## src/rtl/csr_tx_pkg.sv

```systemverilog
`timescale 1ns/1ps
// Shared layout constants and the decoded write-field type for the serial
// transmit register. Positions here are fixed by the frame ordering that
// software builds, so they are not parameters.
package csr_tx_pkg;
    localparam int CHAR_W    = 8;
    localparam int FRAME_W   = CHAR_W + 2;   // start + char + stop
    localparam int POS_START = 11;
    localparam int POS_CHAR  = 3;
    localparam int POS_STOP  = 2;
    localparam int POS_EXIT  = 1;
    localparam int POS_FAIL  = 0;
    localparam int VIEW_LO   = POS_STOP;     // frame view occupies 11:2

    typedef struct packed {
        logic              start;
        logic [CHAR_W-1:0] ch;
        logic              stop;
        logic              ext;
        logic              fail;
    } wr_fields_t;
endpackage

```

## src/rtl/csr_tx_decode.sv

```systemverilog
`timescale 1ns/1ps
// Address match and write-field unpacking.
// Assumes: purely combinational so the select is valid in the first cycle of
// any CSR access; upper write bits are reserved and not decoded here.
module csr_tx_decode
    import csr_tx_pkg::*;
#(
    parameter int                ADDR_W   = 12,
    parameter logic [ADDR_W-1:0] CSR_ADDR = 'h0FF
) (
    input  logic [ADDR_W-1:0]     addr,
    input  logic                  wr_en,
    input  logic [POS_START:0]    wlow,
    output logic                  sel,
    output logic                  wr_hit,
    output wr_fields_t            fields
);
    // Select on exact address match, and qualify writes with it.
    always_comb begin
        sel          = (addr == CSR_ADDR);
        wr_hit       = sel & wr_en;
        fields.start = wlow[POS_START];
        fields.ch    = wlow[POS_CHAR +: CHAR_W];
        fields.stop  = wlow[POS_STOP];
        fields.ext   = wlow[POS_EXIT];
        fields.fail  = wlow[POS_FAIL];
    end
endmodule

```

## src/rtl/csr_tx_baud.sv

```systemverilog
`timescale 1ns/1ps
// Bit-period divider: emits one tick every BIT_CLKS clocks while run is high.
// Assumes: restart arrives only while run is low (at frame launch), so the
// first period of a frame is a full BIT_CLKS clocks long.
module csr_tx_baud #(
    parameter int BIT_CLKS = 16
) (
    input  logic clk,
    input  logic rst_n,
    input  logic run,
    input  logic restart,
    output logic tick
);
    localparam int CW = (BIT_CLKS > 1) ? $clog2(BIT_CLKS) : 1;
    localparam logic [CW-1:0] LAST = CW'(BIT_CLKS - 1);

    logic [CW-1:0] cnt;

    // Tick on the last clock of each bit period.
    always_comb tick = run && (cnt == LAST);

    // Count clocks inside a bit period; hold at zero when not running.
    always_ff @(posedge clk) begin
        if (!rst_n || restart || !run) cnt <= '0;
        else if (tick)                 cnt <= '0;
        else                           cnt <= cnt + 1'b1;
    end

    // The counter never runs past the period length.
    assert_period_bound_R5: assert property (@(posedge clk) disable iff (!rst_n)
        cnt <= LAST);
endmodule

```

## src/rtl/csr_tx_frame.sv

```systemverilog
`timescale 1ns/1ps
// Frame shifter: holds the start/char/stop view, shifts it one place per bit
// period and drives the line from its lowest bit. Because the start flag is 1
// and the stop flag 0, the lowest bit is the line level in every period.
// Assumes: tick comes from a divider that runs while busy is high.
module csr_tx_frame
    import csr_tx_pkg::*;
(
    input  logic               clk,
    input  logic               rst_n,
    input  logic               req,
    input  logic [CHAR_W-1:0]  ch,
    input  logic               tick,
    output logic [FRAME_W-1:0] view,
    output logic               busy,
    output logic               launch,
    output logic               line
);
    localparam logic [FRAME_W-1:0] IDLE = FRAME_W'(1);
    localparam int BW = $clog2(FRAME_W);
    localparam logic [BW-1:0] LAST_BIT = BW'(FRAME_W - 1);

    logic [BW-1:0] bitcnt;

    // Accept a request only when no frame is in flight.
    always_comb begin
        launch = req && !busy;
        line   = view[0];
    end

    // Load, shift and retire the frame.
    always_ff @(posedge clk) begin
        if (!rst_n) begin
            view   <= IDLE;
            busy   <= 1'b0;
            bitcnt <= '0;
        end else if (launch) begin
            view   <= {1'b1, ch, 1'b0};
            busy   <= 1'b1;
            bitcnt <= '0;
        end else if (busy && tick) begin
            if (bitcnt == LAST_BIT) begin
                busy <= 1'b0;
                view <= IDLE;
            end else begin
                view   <= view >> 1;
                bitcnt <= bitcnt + 1'b1;
            end
        end
    end

    assert_idle_view_R6: assert property (@(posedge clk) disable iff (!rst_n)
        !busy |-> view == IDLE);
    assert_load_R4: assert property (@(posedge clk) disable iff (!rst_n)
        launch |=> busy && !line && view == {1'b1, $past(ch), 1'b0});
    assert_ignore_busy_R8: assert property (@(posedge clk) disable iff (!rst_n)
        busy && req && !tick |=> $stable(view) && busy);
    assert_stop_high_R5: assert property (@(posedge clk) disable iff (!rst_n)
        busy && bitcnt == LAST_BIT |-> line);
endmodule

```

## src/rtl/csr_tx_status.sv

```systemverilog
`timescale 1ns/1ps
// Sticky harness status: done on any exit write, failed when that same write
// carries the fail bit. Assumes: cleared only by reset.
module csr_tx_status (
    input  logic clk,
    input  logic rst_n,
    input  logic exit_wr,
    input  logic fail_bit,
    output logic done,
    output logic failed
);
    // Latch exit and fail, holding until reset.
    always_ff @(posedge clk) begin
        if (!rst_n) begin
            done   <= 1'b0;
            failed <= 1'b0;
        end else if (exit_wr) begin
            done   <= 1'b1;
            failed <= failed | fail_bit;
        end
    end

    assert_sticky_done_R9: assert property (@(posedge clk) disable iff (!rst_n)
        done |=> done);
    assert_fail_with_exit_R9: assert property (@(posedge clk) disable iff (!rst_n)
        $rose(failed) |-> $past(exit_wr) && $past(fail_bit));
endmodule

```

## src/rtl/csr_serial_tx.sv

```systemverilog
`timescale 1ns/1ps
// CSR-mapped serial transmit register. One CSR address; a write packs
// start/char/stop in line order and launches a frame; reads show the frame
// still leaving the line; exit/fail writes drive sticky harness outputs.
// Assumes: synchronous active-low reset; no read side effects exist.
module csr_serial_tx
    import csr_tx_pkg::*;
#(
    parameter int                ADDR_W   = 12,
    parameter int                DATA_W   = 64,
    parameter logic [ADDR_W-1:0] CSR_ADDR = 'h0FF,
    parameter int                BIT_CLKS = 16
) (
    input  logic              clk,
    input  logic              rst_n,
    input  logic [ADDR_W-1:0] csr_addr,
    input  logic              csr_rd_en,
    input  logic              csr_wr_en,
    input  logic [DATA_W-1:0] csr_wdata,
    output logic              csr_valid,
    output logic [DATA_W-1:0] csr_rdata,
    output logic              tx_line,
    output logic              done_o,
    output logic              failed_o
);
    logic               sel, wr_hit, tick, busy, launch;
    wr_fields_t         fields;
    logic [FRAME_W-1:0] view;

    csr_tx_decode #(.ADDR_W(ADDR_W), .CSR_ADDR(CSR_ADDR)) u_dec (
        .addr(csr_addr), .wr_en(csr_wr_en), .wlow(csr_wdata[POS_START:0]),
        .sel(sel), .wr_hit(wr_hit), .fields(fields)
    );

    csr_tx_baud #(.BIT_CLKS(BIT_CLKS)) u_baud (
        .clk(clk), .rst_n(rst_n), .run(busy), .restart(launch), .tick(tick)
    );

    csr_tx_frame u_frame (
        .clk(clk), .rst_n(rst_n),
        .req(wr_hit && fields.start && !fields.stop), .ch(fields.ch),
        .tick(tick), .view(view), .busy(busy), .launch(launch), .line(tx_line)
    );

    csr_tx_status u_stat (
        .clk(clk), .rst_n(rst_n), .exit_wr(wr_hit && fields.ext),
        .fail_bit(fields.fail), .done(done_o), .failed(failed_o)
    );

    // Drive read data whenever selected; exit and fail read back as zero.
    always_comb begin
        csr_valid = sel;
        csr_rdata = '0;
        if (sel) csr_rdata[VIEW_LO +: FRAME_W] = view;
    end

    assert_rdata_quiet_R1: assert property (@(posedge clk) disable iff (!rst_n)
        !csr_valid |-> csr_rdata == '0);
    assert_reserved_zero_R3: assert property (@(posedge clk) disable iff (!rst_n)
        csr_rdata[DATA_W-1:POS_START+1] == '0 && csr_rdata[POS_EXIT:0] == '0);
    assert_upper_write_ignored_R3: assert property (@(posedge clk) disable iff (!rst_n)
        csr_wr_en && csr_valid && (|csr_wdata[DATA_W-1:POS_START+1])
        && csr_wdata[POS_START:0] == '0 |=> $stable(done_o) && $stable(failed_o));
    assert_line_matches_view_R6: assert property (@(posedge clk) disable iff (!rst_n)
        csr_valid |-> csr_rdata[POS_STOP] == tx_line);
    assert_read_no_effect_R2: assert property (@(posedge clk) disable iff (!rst_n)
        csr_rd_en && !csr_wr_en |=> $stable(done_o) && $stable(failed_o));
endmodule

```

## config.mk

```make
export PLATFORM = sky130hd
export DESIGN_NAME = csr_serial_tx
export DESIGN_NICKNAME = d
export VERILOG_FILES = /design/src/rtl/csr_tx_pkg.sv /design/src/rtl/csr_tx_decode.sv /design/src/rtl/csr_tx_baud.sv /design/src/rtl/csr_tx_frame.sv /design/src/rtl/csr_tx_status.sv /design/src/rtl/csr_serial_tx.sv
export SDC_FILE = /design/constraint.sdc
export NUM_CORES = 1
export LEC_CHECK = 0
export BUFFER_PORTS_ARGS = -buffer_cell sky130_fd_sc_hd__buf_2
export CORE_MARGIN = 5
export CORE_UTILIZATION = 32
export CTS_CLUSTER_DIAMETER = 120
export CTS_CLUSTER_SIZE = 30
export DETAILED_ROUTE_END_ITERATION = 7
export GPL_TIMING_DRIVEN = 1
export MAX_ROUTING_LAYER = met4
export PLACE_DENSITY_LB_ADDON = 0.12
export SLEW_MARGIN = 20
export SYNTH_ARGS = -nofsm -noshare
export SYNTH_HDL_FRONTEND = slang
export SYNTH_SLANG_ARGS = --single-unit
```

## constraint.sdc

```tcl
create_clock -name clk -period 1.33 [get_ports clk]
set_input_delay 0.0665 -clock clk [delete_from_list [all_inputs] [get_ports clk]]
set_output_delay 0.0665 -clock clk [all_outputs]
set_load 0.01 [all_outputs]
```

==> results of run 1 <==
## report_power, final
group	internal, uW	leakage, uW	total, uW	switching [uW]
Clock	213	0.0000228	415	202
Sequential	628	0.000170	628	0.0177
Combinational	35.7	0.000587	134	98.1
## Yosys cell counts, types with 3 or more instances
| cell | number |
|---|---|
| xor2_1 | 3 |
| a21oi_1 | 9 |
| a22oi_1 | 8 |
| nand4_1 | 4 |
| buf_4 | 55 |
| o21ai_0 | 11 |
| nor2_1 | 7 |
| dfxtp_1 | 21 |
| ha_1 | 3 |
| nand2_1 | 4 |
| and2_1 | 10 |
## logic make-up (layout without fill, tap and decap cells)
| kind of cell | after synthesis | count (layout) |
|---|---|---|
| mux | 1 | 1 |
| other cells | 1 | 54 |
| fa+ha+maj | 3 | 3 |
| compound gates | 33 | 33 |
| flops | 21 | 21 |
| buf+inv | 61 | 56 |
| xor+xnor | 4 | 4 |
| simple gates | 39 | 40 |
## worst min-delay path: cells and delay by family
family | cells | cell delay, ns
AO/OA/AOI/OAI | 2 | 0.16
buffers and inverters | 1 | 0.08
## layout make-up
class / count / area (um^2)
Fill cell: 501 / 2740
Sequential cell: 21 / 423
Clock buffer: 4 / 45.0
Tap cell: 52 / 65.1
Timing Repair Buffer: 50 / 275
Inverter: 2 / 7.51
Multi-Input combinational cell: 135 / 767
## metal layers
layer	vias to the layer above	routed length (um)	global-route usage	share of wire
met1	492	1360	0.125	0.42
met4	0	13	0.0157	0.0041
li1	542	-	-	-
met2	47	1580	0.176	0.49
met5	-	0	-	0
met3	2	255	0.0319	0.079
## cell usage in the layout, fill, tap and decap left out, drive strengths merged
cell,count
and4,2
nor4b,1
nand3,2
mux2i,1
xnor2,1
nand4,4
inv,2
clkbuf,4
and4b,1
dfxtp,21
buf,50
a21oi,9
xor2,3
a22oi,8
and2,12
a21boi,2
nor2,8
nand3b,1
nor2b,2
and3,2
and4bb,1
ha,3
o21ai,11
a41oi,1
conb,54
nand2,4
a211oi,1
a31oi,1
## timing repair
action,CTS,global route
buffers inserted,0,2
setup endpoints to repair,10,13
gates resized for setup,1,6
cloned,1,0
pin swaps,0,4
## sequential cells by signal, indices dropped and copies added (netlist names)
name	cells
u_frame.busy	1
u_frame.view	10
u_baud.cnt	4
u_stat.failed	1
u_frame.bitcnt	4
u_stat.done	1
## metrics by stage
stage	total power, uW	TNS (ns)	area, um^2	setup WS (ns)	hold WS [ns]
2_1_floorplan	845	0	1620	0.0121	0.195
3_3_place_gp	770	0	1500	0.0102	0.348
3_5_place_dp	771	-0.141	1500	-0.0236	0.352
4_1_cts	1190	0	1550	0.00548	0.0793
5_1_grt	1230	-0.0261	1580	-0.00973	0.108
6_report	1180	0	1580	0.0792	0.0747
## how the worst max path moves through the flow
stage          cells after the start  slack, ns           endpoint              start
6_report                           6       0.08    u_frame.view[2]  u_frame.bitcnt[1]
5_1_grt                            6      -0.01    u_frame.view[2]  u_frame.bitcnt[1]
4_1_cts                            5      0.005  u_frame.bitcnt[1]      u_baud.cnt[1]
3_5_place_dp                       5      -0.02    u_frame.view[1]      u_baud.cnt[1]
3_3_place_gp                       5       0.01  u_frame.bitcnt[1]      u_baud.cnt[0]
2_1_floorplan                      6       0.01    u_frame.view[8]      u_baud.cnt[0]
==> flow_metrics.env, run 1 <==
export IMPL_status="finished clean"
export IMPL_num_rows=24
export IMPL_syn_inst=163
export IMPL_die_w_um=76.6
export IMPL_period_share=0.940
export IMPL_period_needed_ns=1.25
export IMPL_critPathMaxStageDelay_ns=0.32
export IMPL_drive_gt1_frac=0.302
export IMPL_cts_hold_buf=0
export IMPL_path_cells="inv_1 -> ha_1 -> nand3b_1 -> and2_4 -> a22oi_1 -> a21oi_1"
export IMPL_htree_levels=1
export IMPL_cts_num_sinks=21
export IMPL_startpoint_type="flip-flop"
export IMPL_cts_tree="yes"
export IMPL_clock_path_buffers=2
export IMPL_dp_cells=257
export IMPL_drc=0
export IMPL_synth_async_sr_flop_share=0
export IMPL_rr_worst_depth=6
export IMPL_grt_pass1_wl_um=5010
export IMPL_muxShareOfSynthArea=0.00706
export IMPL_power_density_nw_per_um2=743
export IMPL_worstHoldStart="csr_wdata[5]"
export IMPL_dieArea_um2=5860
export IMPL_synth_top_family_by_area="buffers and inverters"
export IMPL_cts_made_buffers=3
export IMPL_grt_pass1_vias=1010
export IMPL_max_freq_ghz=0.800
export IMPL_ys_top_cells_by_area="dfxtp_1 (30%), buf_4 (29%), and2_1 (4.4%)"
export IMPL_required_ns=1.48
export IMPL_reg2reg_to="u_frame.view[2]"
export IMPL_start_util=0.328
export IMPL_setup_viol=0
export IMPL_synth_edf_count=0
export IMPL_coreArea_um2=4320
export IMPL_gr_usage_all_layers=0.104
export IMPL_area_growth_pct=11.7
export IMPL_path_max_fanout=5
export IMPL_path_delay_family="simple AND/OR/NAND/NOR gates"
export IMPL_peakVddDrop_mv=0.457
export IMPL_portBuffers=40
export IMPL_clock_latency_ns=0.25
export IMPL_cp_end_kind="flip-flop"
export IMPL_drt_first_iter_violations=81
export IMPL_post_drt_wl_per_cell_um=12.2
export IMPL_cpMaxStageDelayCell="dfxtp_1"
export IMPL_synthAdderAreaFrac=0.0265
export IMPL_min_path_type="input port to flip-flop"
export IMPL_leakagePower_uw=0.000780
export IMPL_critPathKind="flip-flop to flip-flop"
export IMPL_critPathBufInv=1
export IMPL_r2r_slack_ns=0.08
export IMPL_globalplace_congestion=0.725
export IMPL_grt_antenna_before_repair=0
export IMPL_ys_types=34
export IMPL_hold_viol=0
export IMPL_maxCapViolCount=0
export IMPL_viasPerCell=4.10
export IMPL_ys_seq_area_frac=0.297
export IMPL_ios=148
export IMPL_clk_pin_slew_ns=0.08
export IMPL_dp_hpwl_um=2520
export IMPL_fin_cells=264
export IMPL_firstDrtPassIters=4
export IMPL_min_to="u_frame.view[3]"
export IMPL_ant_nets=0
export IMPL_whs_path_depth=3
export IMPL_ys_warn_count=0
export IMPL_critPathArrivalTime_ns=1.40
export IMPL_synth_compound_area_frac=0.143
export IMPL_die_y_um=76.6
export IMPL_synth_largest_area_cell="dfxtp_1"
export IMPL_vias=1083
export IMPL_skew_ns=0.00264
export IMPL_nets=296
export IMPL_avgSynthCellArea_um2=8.70
export IMPL_synth_xor_xnor_area_share=0.0247
export IMPL_worstReg2RegStart="u_frame.bitcnt[1]"
export IMPL_drv_slew=0
export IMPL_antenna_cells=0
export IMPL_yosys_area_share_simple=0.179
export IMPL_ys_flop_type="dfxtp_1"
export IMPL_synth_top_cell_area_share=0.297
export IMPL_grt_overflow=0
export IMPL_synth_seq_cells=21
export IMPL_clockRootBuffer="clkbuf_8"
export IMPL_grt_max_degree=17
export IMPL_syn_area_um2=1420
export IMPL_utilization=0.366
export IMPL_drt_total_wl_um=3210
No activity file was read; power rests on OpenSTA's default activity.
==> inputs of run 2 (changes only) <==
--- a/config.mk
+++ b/config.mk
@@ -6,8 +6,10 @@
 export NUM_CORES = 1
 export LEC_CHECK = 0
 export BUFFER_PORTS_ARGS = -buffer_cell sky130_fd_sc_hd__buf_2
+export CELL_PAD_IN_SITES_DETAIL_PLACEMENT = 0
+export CELL_PAD_IN_SITES_GLOBAL_PLACEMENT = 1
 export CORE_MARGIN = 5
-export CORE_UTILIZATION = 32
+export CORE_UTILIZATION = 20
 export CTS_CLUSTER_DIAMETER = 120
 export CTS_CLUSTER_SIZE = 30
 export DETAILED_ROUTE_END_ITERATION = 7
==> flow_metrics.env, run 2 (synthesis gave the netlist of run 1 again) <==
export IMPL_startpoint_type="flip-flop"
export IMPL_rr_worst_depth=5
export IMPL_utilization=0.240
export IMPL_fin_hold_ws_ns=0.0702
export IMPL_grt_antenna_before_repair=0
export IMPL_die_y_um=94.2
export IMPL_status="finished clean"
export IMPL_post_cts_buffers=0
export IMPL_drv_slew=0
export IMPL_cts_hold_buf=0
export IMPL_hold_viol=0
export IMPL_required_ns=1.49
export IMPL_nets=295
export IMPL_ant_nets=0
export IMPL_final_cell_mix="conb_1 (54), buf_2 (40), dfxtp_1 (17)"
export IMPL_peakVddDrop_mv=0.309
export IMPL_power_density_nw_per_um2=728
export IMPL_rsz0062_at_grt="yes"
export IMPL_clock_path_buffers=2
export IMPL_reg_largest_list="u_frame.view (10), u_baud.cnt (4), u_frame.bitcnt (4)"
export IMPL_coreArea_um2=6830
export IMPL_globalplace_congestion=0.741
export IMPL_cts_made_buffers=3
export IMPL_mostFrequentLayoutCell="conb_1"
export IMPL_viasPerCell=3.61
export IMPL_leakagePower_uw=0.000777
export IMPL_antenna_cells=0
export IMPL_skew_ns=0.00539
export IMPL_top_register="u_frame.view"
export IMPL_drc=0
export IMPL_drt_first_iter_violations=39
export IMPL_gr_usage_all_layers=0.0794
export IMPL_drive_gt1_frac=0.318
export IMPL_r2r_slack_ns=0.08
export IMPL_num_rows=30
export IMPL_period_needed_ns=1.25
export IMPL_critPathKind="flip-flop to flip-flop"
export IMPL_clockRootBuffer="clkbuf_8"
export IMPL_critPathArrivalTime_ns=1.41
export IMPL_ios=148
export IMPL_clock_latency_ns=0.26
export IMPL_grt_pass1_vias=993
export IMPL_firstDrtPassIters=3
export IMPL_grt_max_degree=17
export IMPL_placed_area_um2=1560
export IMPL_worstReg2RegStart="u_frame.busy"
export IMPL_fin_area_um2=1640
export IMPL_dieArea_um2=8870
export IMPL_reg2reg_to="u_frame.view[4]"
export IMPL_vias=1109
export IMPL_max_freq_ghz=0.799
export IMPL_area_growth_pct=15.9
export IMPL_cts_tree="yes"
export IMPL_post_place_ws_ns=0.00350
export IMPL_fin_total_pwr_uw=1200
export IMPL_htree_levels=1
export IMPL_critPathLaunch="u_frame.busy"
export IMPL_clk_pin_slew_ns=0.08
export IMPL_period_share=0.942
export IMPL_path_max_fanout=9
export IMPL_die_w_um=94.2
export IMPL_largest_reg_flops=10
export IMPL_portBuffers=40
export IMPL_maxCapViolCount=0
export IMPL_dp_hpwl_um=2740
export IMPL_grt_pass1_wl_um=5200
export IMPL_cp_end_kind="flip-flop"
export IMPL_post_drt_wl_per_cell_um=11.7
export IMPL_min_path_type="input port to flip-flop"
export IMPL_setup_slack_ns=0.0778
export IMPL_cts_num_sinks=21
export IMPL_crit_end="u_frame.view[4]"
export IMPL_grt_overflow=0
export IMPL_n_fill_cell=778
export IMPL_drt_total_wl_um=3580
export IMPL_start_util=0.208
export IMPL_setup_viol=0
[run 2: cell types whose count changed in the layout (fill, tap and decap cells not counted)]
cell     before  now
a22oi_2       0    2
buf_4        10    9
dfxtp_2       2    4
a22oi_1       8    6
o21ai_0      10    7
dfxtp_1      19   17
o21ai_1       1    4
[run 2: stage by stage]
step / instances / TNS, ns
2_1_floorplan: 216 / 0
3_3_place_gp: 302 / 0
3_5_place_dp: 302 / 0
4_1_cts: 307 / 0
5_1_grt: 307 / -0.0164
6_report: 307 / 0
[run 2: critical path, cell delays in order, from the launching register on]
cell and delay (ns):
dfxtp_2 0.36, and4bb_2 0.30, nand4_1 0.09, buf_4 0.19, o21ai_0 0.15, a21oi_1 0.06
[run 2: worst min-delay path by stage]
stage	from	end	slack [ns]	cells past startpoint
final	csr_wdata[3]	u_frame.view[1]	0.07	3
after floorplan	rst_n	u_stat.done	0.19	1
after global placement	csr_wdata[7]	u_frame.view[5]	0.36	3
after detailed placement	csr_wdata[3]	u_frame.view[1]	0.36	3
after global routing	csr_wdata[4]	u_frame.view[2]	0.08	3
after CTS	csr_wdata[3]	u_frame.view[1]	0.08	3
[run 2: layout make-up]
cell class / count / area [um^2] / area share
inverter: 2 / 7.51 / 0.00457
tap: 96 / 120 / 0.0731
multi-input combinational: 135 / 777 / 0.473
clock buffer: 4 / 45.0 / 0.0274
sequential: 21 / 425 / 0.259
timing repair buffer: 49 / 268 / 0.163
[run 2: where the power goes]
| part | leakage, uW | internal (uW) | total (uW) | switching, uW |
|---|---|---|---|---|
| logic | 0.000583 | 36.1 | 136 | 100 |
| registers | 0.000171 | 628 | 628 | 0.0202 |
| clock network | 0.0000228 | 214 | 432 | 218 |
[run 2: what timing repair did]
action,CTS,global route
resized for setup,0,14
hold endpoints to repair,0,0
pin swaps,0,5
gates cloned,1,0
endpoints found under the setup margin,4,23
[run 2: layer usage]
| layer | GRT usage | up-vias | routed length, um |
|---|---|---|---|
| met1 | 0.0998 | 516 | 1500 |
| met3 | 0.0256 | 0 | 323 |
| met2 | 0.126 | 50 | 1750 |
| met4 | 0.0144 | 0 | 0 |
| li1 | - | 543 | - |
| met5 | - | - | 0 |
